--- src/rtl/bcs_pkg.sv ---
package bcs_pkg;

  typedef enum logic {
    MODE_INT = 1'b0,
    MODE_EXT = 1'b1
  } clk_mode_e;

  function automatic int mclk_per_frame(input logic [2:0] sel);
    case (sel)
      3'd0:    return 128;
      3'd1:    return 192;
      3'd2:    return 256;
      3'd3:    return 384;
      default: return 512;
    endcase
  endfunction

  function automatic int bits_per_frame(input logic [1:0] sel);
    case (sel)
      2'd0:    return 32;
      2'd1:    return 48;
      default: return 64;
    endcase
  endfunction

endpackage

--- src/rtl/bcs_sync.sv ---
module bcs_sync #(
  parameter int W = 2
) (
  input  logic         clk_i,
  input  logic         rst_ni,
  input  logic [W-1:0] pin_i,
  output logic [W-1:0] rise_o,
  output logic [W-1:0] fall_o
);
  for (genvar g = 0; g < W; g++) begin : g_bit
    logic meta_q, sync_q, prev_q;
    always_ff @(posedge clk_i or negedge rst_ni) begin
      if (!rst_ni) begin
        meta_q <= 1'b0;
        sync_q <= 1'b0;
        prev_q <= 1'b0;
      end else begin
        meta_q <= pin_i[g];
        sync_q <= meta_q;
        prev_q <= sync_q;
      end
    end
    assign rise_o[g] = sync_q & ~prev_q;
    assign fall_o[g] = ~sync_q & prev_q;
  end
endmodule

--- src/rtl/bcs_int_div.sv ---
module bcs_int_div #(
  parameter int DIV_W = 5
) (
  input  logic             clk_i,
  input  logic             rst_ni,
  input  logic [DIV_W-1:0] div_i,
  input  logic             align_i,
  output logic             tick_o
);
  logic [DIV_W-1:0] cnt_q, cnt_d;
  logic             wrap;

  assign wrap   = (cnt_q >= div_i - DIV_W'(1));
  assign tick_o = wrap;

  always_comb begin
    if (align_i)   cnt_d = '0;
    else if (wrap) cnt_d = '0;
    else           cnt_d = cnt_q + DIV_W'(1);
  end

  always_ff @(posedge clk_i or negedge rst_ni) begin
    if (!rst_ni) cnt_q <= '0;
    else         cnt_q <= cnt_d;
  end
endmodule

--- src/rtl/bcs_mode_fsm.sv ---
module bcs_mode_fsm
  import bcs_pkg::*;
#(
  parameter int SAT_EDGES     = 16,
  parameter int SILENT_FRAMES = 2,
  localparam int EDGE_W = $clog2(SAT_EDGES + 1),
  localparam int SIL_W  = $clog2(SILENT_FRAMES + 1)
) (
  input  logic              clk_i,
  input  logic              rst_ni,
  input  logic              sclk_rise_i,
  input  logic              lrck_rise_i,
  input  logic              lrck_edge_i,
  output logic              ext_mode_o,
  output logic              mode_chg_o,
  output logic [EDGE_W-1:0] edge_cnt_o
);
  localparam logic [EDGE_W-1:0] EDGE_SAT = EDGE_W'(SAT_EDGES);
  localparam logic [SIL_W-1:0]  SIL_SAT  = SIL_W'(SILENT_FRAMES);

  clk_mode_e         mode_q, mode_d;
  logic              chg_q, chg_d;
  logic [EDGE_W-1:0] edge_q, edge_d;
  logic [SIL_W-1:0]  sil_q, sil_d;
  logic              enter, leave;

  always_comb begin
    // edge counter: restart per frame half, same-cycle edge opens new half
    if (lrck_edge_i)                        edge_d = sclk_rise_i ? EDGE_W'(1) : '0;
    else if (sclk_rise_i && edge_q != EDGE_SAT) edge_d = edge_q + EDGE_W'(1);
    else                                    edge_d = edge_q;

    // silence counter: frame rises with no bit-clock edge
    if (sclk_rise_i)                             sil_d = '0;
    else if (lrck_rise_i && sil_q != SIL_SAT)    sil_d = sil_q + SIL_W'(1);
    else                                         sil_d = sil_q;

    enter  = (mode_q == MODE_INT) && sclk_rise_i && (edge_d == EDGE_SAT);
    leave  = (mode_q == MODE_EXT) && (sil_d == SIL_SAT);
    mode_d = mode_q;
    if (enter)      mode_d = MODE_EXT;
    else if (leave) mode_d = MODE_INT;
    chg_d  = enter | leave;
  end

  always_ff @(posedge clk_i or negedge rst_ni) begin
    if (!rst_ni) begin
      mode_q <= MODE_INT;
      chg_q  <= 1'b0;
      edge_q <= '0;
      sil_q  <= '0;
    end else begin
      mode_q <= mode_d;
      chg_q  <= chg_d;
      edge_q <= edge_d;
      sil_q  <= sil_d;
    end
  end

  assign ext_mode_o = (mode_q == MODE_EXT);
  assign mode_chg_o = chg_q;
  assign edge_cnt_o = edge_q;
endmodule

--- src/rtl/bclk_source_det.sv ---
module bclk_source_det
  import bcs_pkg::*;
#(
  parameter int SAT_EDGES     = 16,
  parameter int SILENT_FRAMES = 2,
  parameter int DIV_W         = 5,
  localparam int EDGE_W = $clog2(SAT_EDGES + 1)
) (
  input  logic       clk_i,
  input  logic       rst_ni,
  input  logic       sclk_pin_i,
  input  logic       lrck_pin_i,
  input  logic [2:0] mclk_ratio_sel_i,
  input  logic [1:0] bit_ratio_sel_i,
  output logic       ext_mode_o,
  output logic       bclk_en_o,
  output logic       mode_chg_o
);
  localparam logic [DIV_W-1:0] DIV_RST = DIV_W'(8);

  logic [1:0]       rise, fall;
  logic             sclk_rise, lrck_rise, lrck_edge;
  logic [DIV_W-1:0] div_q, div_d;
  logic             int_tick;
  logic [EDGE_W-1:0] edge_cnt;

  bcs_sync #(.W(2)) u_sync (
    .clk_i  (clk_i),
    .rst_ni (rst_ni),
    .pin_i  ({lrck_pin_i, sclk_pin_i}),
    .rise_o (rise),
    .fall_o (fall)
  );

  assign sclk_rise = rise[0];
  assign lrck_rise = rise[1];
  assign lrck_edge = rise[1] | fall[1];

  // divisor registered: selects are quasi-static, keeps the divide off the tick path
  assign div_d = DIV_W'(mclk_per_frame(mclk_ratio_sel_i) / bits_per_frame(bit_ratio_sel_i));

  always_ff @(posedge clk_i or negedge rst_ni) begin
    if (!rst_ni) div_q <= DIV_RST;
    else         div_q <= div_d;
  end

  bcs_int_div #(.DIV_W(DIV_W)) u_div (
    .clk_i   (clk_i),
    .rst_ni  (rst_ni),
    .div_i   (div_q),
    .align_i (lrck_edge),
    .tick_o  (int_tick)
  );

  bcs_mode_fsm #(
    .SAT_EDGES     (SAT_EDGES),
    .SILENT_FRAMES (SILENT_FRAMES)
  ) u_fsm (
    .clk_i       (clk_i),
    .rst_ni      (rst_ni),
    .sclk_rise_i (sclk_rise),
    .lrck_rise_i (lrck_rise),
    .lrck_edge_i (lrck_edge),
    .ext_mode_o  (ext_mode_o),
    .mode_chg_o  (mode_chg_o),
    .edge_cnt_o  (edge_cnt)
  );

  assign bclk_en_o = ext_mode_o ? sclk_rise : int_tick;
endmodule

--- config.mk ---
export PLATFORM = sky130hd
export DESIGN_NAME = bclk_source_det
export DESIGN_NICKNAME = d
export VERILOG_FILES = /design/src/rtl/bcs_pkg.sv /design/src/rtl/bcs_sync.sv /design/src/rtl/bcs_int_div.sv /design/src/rtl/bcs_mode_fsm.sv /design/src/rtl/bclk_source_det.sv
export SDC_FILE = /design/constraint.sdc
export NUM_CORES = 1
export LEC_CHECK = 0
export ABC_AREA = 1
export BUFFER_PORTS_ARGS = -buffer_cell sky130_fd_sc_hd__buf_4
export CAP_MARGIN = 10
export CORE_ASPECT_RATIO = 1.25
export CORE_MARGIN = 5
export CORE_UTILIZATION = 65
export DETAILED_ROUTE_END_ITERATION = 7
export GPL_TIMING_DRIVEN = 0
export PLACE_DENSITY = 0.82
export SLEW_MARGIN = 20
export SYNTH_ARGS = -nofsm -noshare
export SYNTH_HDL_FRONTEND = slang
export SYNTH_SLANG_ARGS = --single-unit
--- constraint.sdc ---
create_clock -name clk_i -period 3.7 [get_ports clk_i]
set_clock_uncertainty 0.05 [all_clocks]
set_input_delay 0.37 -clock clk_i [delete_from_list [all_inputs] [get_ports clk_i]]
set_output_delay 0.37 -clock clk_i [all_outputs]
set_load 0.01 [all_outputs]
==> flow_metrics.py, run 1 <==
metrics = {
    "grt": {
        "grt_start_max_net_pins": 26,
        "grt-ovfl-total": 34,
        "track_usage": 0.6867,
        "grt_antenna_before_repair": 11,
    },
    "synthesis": {
        "synth_compound_area_frac": 0.08570,
        "synth-main-ff-cell": "dfrtp_1",
        "yosysWarnings": 0,
        "synth_mux_area_frac": 0,
        "yosysMostFrequentCell": "nand2_1",
        "yosysTopAreaCell": "nand2_1",
        "synthAdderAreaFrac": 0.05988,
        "syn-mean-instance-area_um2": 5.695,
        "yosys-top-cells-count": "nand2_1 (862), inv_1 (526), nor2_1 (381), nand3_1 (305), nand2_2 (161)",
        "ys_seq_area_frac": 0.03275,
        "yosys.area_share.simple": 0.6274,
        "syn_area_um2": 19140,
        "synth_edf_count": 0,
        "synth_xor_area_frac": 0.04746,
        "syn_inst": 3361,
        "synth_cell_type_count": 79,
        "netlist_top_cells_area": "nand2_1 (17%), inv_1 (10%), nand3_1 (8.0%)",
        "synth-seq-cells": 25,
        "synthArstFlopShare": 1.000,
        "netlist.area_leader.share": 0.1691,
        "synth_top_family_by_area": "simple AND/OR/NAND/NOR gates",
    },
    "floorplan": {
        "io_pins": 12,
        "die_x_um": 163.5,
        "rows": 70,
        "start_util": 0.6562,
        "die_h_um": 201.9,
    },
    "placed_design": {
        "place_area_um2": 20510,
        "post-place-ws_ps": -36520,
        "placement.io_buffers": 11,
        "routabilityCongestion": 0.9912,
        "dp_hpwl_um": 45840,
    },
    "clock_tree": {
        "cts_made_buffers": 3,
        "h-tree-depth": 1,
        "cts_buffer_depth": 2,
        "clockRootBuffer": "clkbuf_16",
        "clock_sinks": 25,
    },
    "sta": {
        "postGrtWorstEndpoint": "div_q[0]$_DFF_PN0_/D",
        "worstEndpointType": "register input",
    },
    "outcome": {
        "haltStage": "5_1_grt",
        "outcome": "stopped before the end",
        "firstError": "[ERROR GRT-0232] Routing congestion too high. Check the congestion heatmap in the GUI.",
    },
}
==> cell families after synthesis <==
group	Yosys count
buffers and inverters	642
AND/OR/NAND/NOR	2247
AO/OA/AOI/OAI	253
other	1
flip-flops	25
XOR/XNOR	102
adder cells (fa/ha/maj)	91
==> per-layer routing <==
layer / track usage / GRT overflow
met1: 0.6618 / 2
met2: 0.8582 / 18
met3: 0.5382 / 1
met4: 0.6791 / 13
met5: 0.3803 / 0
==> what timing repair did <==
action                                 4_1_cts
gates resized for setup                    204
endpoints found under the hold margin       24
pin swaps                                  184
setup endpoints to repair                    5
gates cloned                                 3
hold buffers                                 1
setup buffers                              296
==> metrics by stage <==
stage          utilization  cells
2_1_floorplan            -   3382
4_1_cts             0.8146   4092
3_5_place_dp        0.7031   3789
3_3_place_gp        0.7031   3789
==> run 2, diff against run 1 <==
Settings changed: CORE_ASPECT_RATIO 1.25 to not set, CORE_UTILIZATION 65 to 40, PLACE_DENSITY 0.82 to not set, PLACE_DENSITY_LB_ADDON set to 0.15.
==> run 2 against run 1 <==
- the flow now finishes, with violations (negative setup slack)
- synthesized cell count stayed put
- area after synthesis stayed put
==> flow_metrics.py, run 2 <==
metrics = {
    "outcome": {
        "outcome": "complete, but fails checks",
        "violations": "negative setup slack",
    },
    "synthesis": {
        "synth_edf_count": 0,
        "ys_seq_area_frac": 0.03275,
        "synthArstFlopShare": 1.000,
        "synth-main-ff-cell": "dfrtp_1",
        "syn_area_um2": 19140,
        "yosysWarnings": 0,
        "synth_cell_type_count": 79,
        "yosys-top-cells-count": "nand2_1 (862), inv_1 (526), nor2_1 (381), nand3_1 (305), nand2_2 (161)",
        "yosysMostFrequentCell": "nand2_1",
        "syn-mean-instance-area_um2": 5.695,
        "synth-seq-cells": 25,
        "netlist.area_leader.share": 0.1691,
        "netlist_top_cells_area": "nand2_1 (17%), inv_1 (10%), nand3_1 (8.0%)",
        "yosysTopAreaCell": "nand2_1",
        "syn_inst": 3361,
    },
    "layout": {
        "final_cell_mix": "nand2_1 (803), inv_1 (466), nor2_1 (345)",
        "seq_area_um2": 626.9,
        "insertedDiodeCount": 0,
        "multi_input_area_um2": 17540,
        "area_growth_pct": 29.14,
        "nets": 3834,
        "drive_gt1_frac": 0.3330,
        "layout_commonest_cell": "nand2_1",
        "fillCellCount": 4970,
    },
    "clock_tree": {
        "cts_tree": "yes",
        "clk_pin_slew_worst_paths_ps": 60,
        "clockRootBuffer": "clkbuf_16",
        "clock_sinks": 25,
        "h-tree-depth": 1,
        "cts_buffer_depth": 2,
        "cts_made_buffers": 3,
        "clock_latency_ps": 260,
    },
    "min_path": {
        "hold_class": "input pin to flop",
        "holdPathStages": 1,
        "min-delay-start": "lrck_pin_i",
        "min_to": "u_sync.g_bit[1].meta_q",
    },
    "grt": {
        "grt_start_max_net_pins": 26,
        "grt_pass1_vias": 20390,
        "grt-ovfl-total": 0,
        "grt_first_pass_wirelength_um": 98390,
        "track_usage": 0.2165,
        "grt_antenna_before_repair": 0,
    },
    "placed_design": {
        "post-place-ws_ps": -36560,
        "placement.io_buffers": 11,
        "routabilityCongestion": 0.9099,
        "dp_hpwl_um": 45690,
    },
    "floorplan": {
        "rows": 80,
        "die_area_um2": 52320,
        "die_x_um": 228.7,
        "start_util": 0.4026,
        "core_area_um2": 47550,
        "die_h_um": 228.7,
        "io_pins": 12,
    },
    "setup_path": {
        "arrival_ps": 31840,
        "path_common_cell": "nor2_4",
        "cp_data_required_time_ps": 3770,
        "r2r_setup_slack_ps": 1720,
        "r2r-end": "u_div.cnt_q[2]",
        "crit_path_start_kind": "input pin",
        "path_max_fanout": 6,
        "endpoint_kind": "flop",
        "setup.worst_path.start": "bit_ratio_sel_i[1]",
        "worst-r2r-cell-count": 9,
        "cp_slowest_stage_delay_ps": 320,
        "r2r_start": "div_q[0]",
        "crit_type": "input pin to flop",
        "cp_slowest_cell": "ha_1",
    },
    "detailed_routing": {
        "wl_um": 59650,
        "ant_nets": 0,
        "wl_per_cell_um": 13.72,
        "first_pass_iters": 5,
        "drc": 0,
        "route.vias.total": 21650,
        "drt-initial-drc-count": 1132,
        "viasPerCell": 4.979,
    },
    "sta": {
        "worstMarginPinSlew_ps": 782.1,
        "max_slew_margin": 0.4746,
        "setup_viol": 5,
        "max_freq_ghz": 0.03147,
        "timing.final.crit_share": 8.587,
        "tns_ps": -129380,
        "final_max_slew_viol_count": 0,
        "rsz0062_at_grt": "yes",
        "finalCriticalPeriod_ps": 31770,
        "hold_violations": 0,
        "worst_slack_ps": -28070,
    },
    "run": {
        "cap_viol_max_count": 0,
    },
}
[run 2: cell counts after synthesis]
Identical to the previous run, type by type.
[run 2: repair_timing]
item | 4_1_cts | 5_1_grt
setup endpoints to repair | 5 | 5
pin swaps | 173 | 118
hold buffers | 1 | 0
hold endpoints to repair | 24 | 0
resized for setup | 197 | 94
setup buffers | 259 | 76
gates cloned | 4 | 0
[run 2: how the worst max path moves through the flow]
stage	endpoint	slack, ps
floorplan	div_q[0]	-30370
global placement	div_q[0]	-36660
detailed placement	div_q[0]	-36560
CTS	div_q[0]	-27930
global route	div_q[0]	-29880
finish	div_q[0]	-28070
[run 2: critical path, delay by kind of cell]
family,cells,cell delay [ps]
compound gates,44,6130
buf+inv,72,6150
fa+ha+maj,27,6530
simple gates,130,12460
[run 2: cell type report]
cell class / instances / share of cell area
inverter: 600 / 0.09725
clock buffer: 3 / 0.003037
multi-input combinational: 2716 / 0.7098
clock inverter: 1 / 0.0003037
timing repair inverter: 1 / 0.0003544
timing repair buffer: 345 / 0.1087
sequential: 25 / 0.02536
tap: 615 / 0.03113
buffer: 42 / 0.02410
[run 2: through the flow]
step / utilization / hold WS [ps] / area, µm² / cells
finish: 0.5198 / 164.1 / 24720 / 4348
global route: 0.5198 / 156.4 / 24720 / 4348
CTS: 0.4998 / 157.7 / 23760 / 4275
detailed placement: 0.4371 / 238.2 / 20780 / 4008
global placement: 0.4371 / 238.2 / 20780 / 4008
floorplan: - / 24.41 / 19930 / 3382
[run 2: logic make-up after synthesis]
family	Yosys count	synth area share
AND/OR/NAND/NOR	2247	0.6274
buffers and inverters	642	0.1466
AO/OA/AOI/OAI	253	0.08570
XOR/XNOR	102	0.04746
adder cells (fa/ha/maj)	91	0.05988
flip-flops	25	0.03275
other	1	0.0001959
[run 2: routing by layer]
layer  track usage  routed length (µm)  up-vias
li1              -                   -    11470
met1        0.2843               27460     9775
met2        0.3944               29460      345
met3       0.01031                1695       59
met4       0.04405                1037        0
met5             0                   0        -
Power of run 2 is not shown: default switching activity piles up to over one toggle a cycle in this logic, so the estimate is an artifact.
==> run 3, diff against run 2 <==
Settings changed: CORE_ASPECT_RATIO set to 1.1.
==> run 3 against run 2 <==
- core utilization rose by 0.19 points
- the run still ends with negative setup slack left
- critical endpoint unchanged
- fmax barely moved
- critical path depth rose by 1
- highest routed layer unchanged
==> flow_metrics.py, run 3 (synthesis gave the netlist of run 2 again) <==
metrics = {
    "sta": {
        "worst_slack_ps": -28090,
        "worst_hold_slack_ps": 166.3,
        "max_freq_ghz": 0.03146,
        "rsz0062_at_grt": "yes",
        "finalCriticalPeriod_ps": 31790,
        "worstMarginPinSlew_ps": 761.5,
        "max_slew_margin": 0.4870,
        "final_max_slew_viol_count": 0,
        "setup_viol": 5,
        "hold_violations": 0,
        "timing.final.crit_share": 8.591,
    },
    "grt": {
        "grt-ovfl-total": 0,
        "grt_start_max_net_pins": 26,
        "grt_pass1_vias": 20910,
        "grt_first_pass_wirelength_um": 101900,
        "grt_antenna_before_repair": 0,
        "track_usage": 0.2287,
    },
    "floorplan": {
        "die_h_um": 239.4,
        "start_util": 0.4020,
        "rows": 84,
        "core_area_um2": 47610,
        "io_pins": 12,
        "die_x_um": 218.6,
        "die_area_um2": 52330,
    },
    "placed_design": {
        "routabilityCongestion": 0.9167,
        "post-place-ws_ps": -36670,
        "dp_hpwl_um": 46890,
        "placement.io_buffers": 11,
    },
    "layout": {
        "final_cell_mix": "nand2_1 (800), inv_1 (459), nor2_1 (344)",
        "layout_commonest_cell": "nand2_1",
        "post-route-util": 0.5217,
        "area_growth_pct": 29.78,
        "insertedDiodeCount": 0,
        "nets": 3845,
        "drive_gt1_frac": 0.3365,
    },
    "clock_tree": {
        "clk_pin_slew_worst_paths_ps": 60,
        "clock_latency_ps": 260,
        "cts_tree": "yes",
        "clockRootBuffer": "clkbuf_16",
        "cts_buffer_depth": 2,
        "h-tree-depth": 1,
        "cts_made_buffers": 3,
        "clock_sinks": 25,
    },
    "run": {
        "cap_viol_max_count": 0,
    },
    "detailed_routing": {
        "route.vias.total": 21760,
        "drt-initial-drc-count": 1293,
        "viasPerCell": 4.957,
        "wl_um": 61760,
        "first_pass_iters": 5,
        "wl_per_cell_um": 14.07,
        "drc": 0,
        "ant_nets": 0,
    },
    "setup_path": {
        "cp_data_required_time_ps": 3790,
        "endpoint_kind": "flop",
        "crit_path_start_kind": "input pin",
        "arrival_ps": 31870,
        "cp_slowest_stage_delay_ps": 320,
        "path_common_cell": "nor2_4",
        "r2r_setup_slack_ps": 1720,
        "crit_buf_inv": 68,
        "cp_slowest_cell": "ha_1",
        "cp_top_family": "simple AND/OR/NAND/NOR gates",
        "crit_type": "input pin to flop",
        "path_max_fanout": 6,
    },
    "min_path": {
        "hold_class": "input pin to flop",
    },
    "outcome": {
        "outcome": "complete, but fails checks",
        "violations": "negative setup slack",
    },
}
==> run 3: cell types whose count changed in the layout (fill, tap and decap cells not counted), sizes merged <==
cell / previous run / this run
clkinvlp: 4 / 3
buf: 379 / 389
clkbuf: 9 / 11
==> run 3: routing by layer <==
layer	track usage	part of all wire	wire (µm)	vias to the layer above
met5	0	0	0	-
met4	0.04625	0.020	1245	0
met3	0.004424	0.016	975	87
met2	0.4474	0.53	32480	292
met1	0.2797	0.44	27060	9880
li1	-	-	-	11500
==> run 3: path summary, 6_finish.rpt <==
| path | startpoint | to | cells after the start |
|---|---|---|---|
| min in group asynchronous | rst_ni | u_div.cnt_q[0] | 2 |
| min reg2reg | u_sync.g_bit[1].meta_q | u_sync.g_bit[1].sync_q | 0 |
| max | bit_ratio_sel_i[1] | div_q[0] | 274 |
| min | sclk_pin_i | u_sync.g_bit[0].meta_q | 1 |
| max reg2reg | u_sync.g_bit[0].prev_q | u_fsm.ext_mode_o | 10 |
| max in group asynchronous | rst_ni | div_q[3] | 2 |
==> run 3: final cells by class <==
cell class	instances	area, µm²
fillers	4914	22770
multi-input cells	2716	17490
repair buffers	356	2823
inverters	600	2416
well taps	645	807.0
flip-flops and latches	25	626.9
plain buffers	42	591.8
clock buffers	4	78.83
repair inverters	1	8.758
==> run 3: repair_timing <==
item | 4_1_cts | 5_1_grt
resized for setup | 201 | 104
hold buffers | 1 | 0
endpoints found under the hold margin | 24 | 0
setup buffers | 258 | 85
pin swaps | 183 | 133
setup endpoints to repair | 5 | 5
gates cloned | 4 | 1
==> run 3: through the flow <==
| step | setup TNS, ps | instance area [µm²] | cells |
|---|---|---|---|
| after floorplan | -139800 | 19930 | 3382 |
| after global placement | -168930 | 20820 | 4038 |
| final | -129570 | 24840 | 4389 |
| after global routing | -138120 | 24840 | 4389 |
| after CTS | -129300 | 23760 | 4305 |
| after detailed placement | -168990 | 20820 | 4038 |
Power of run 3 is left out for the same reason.
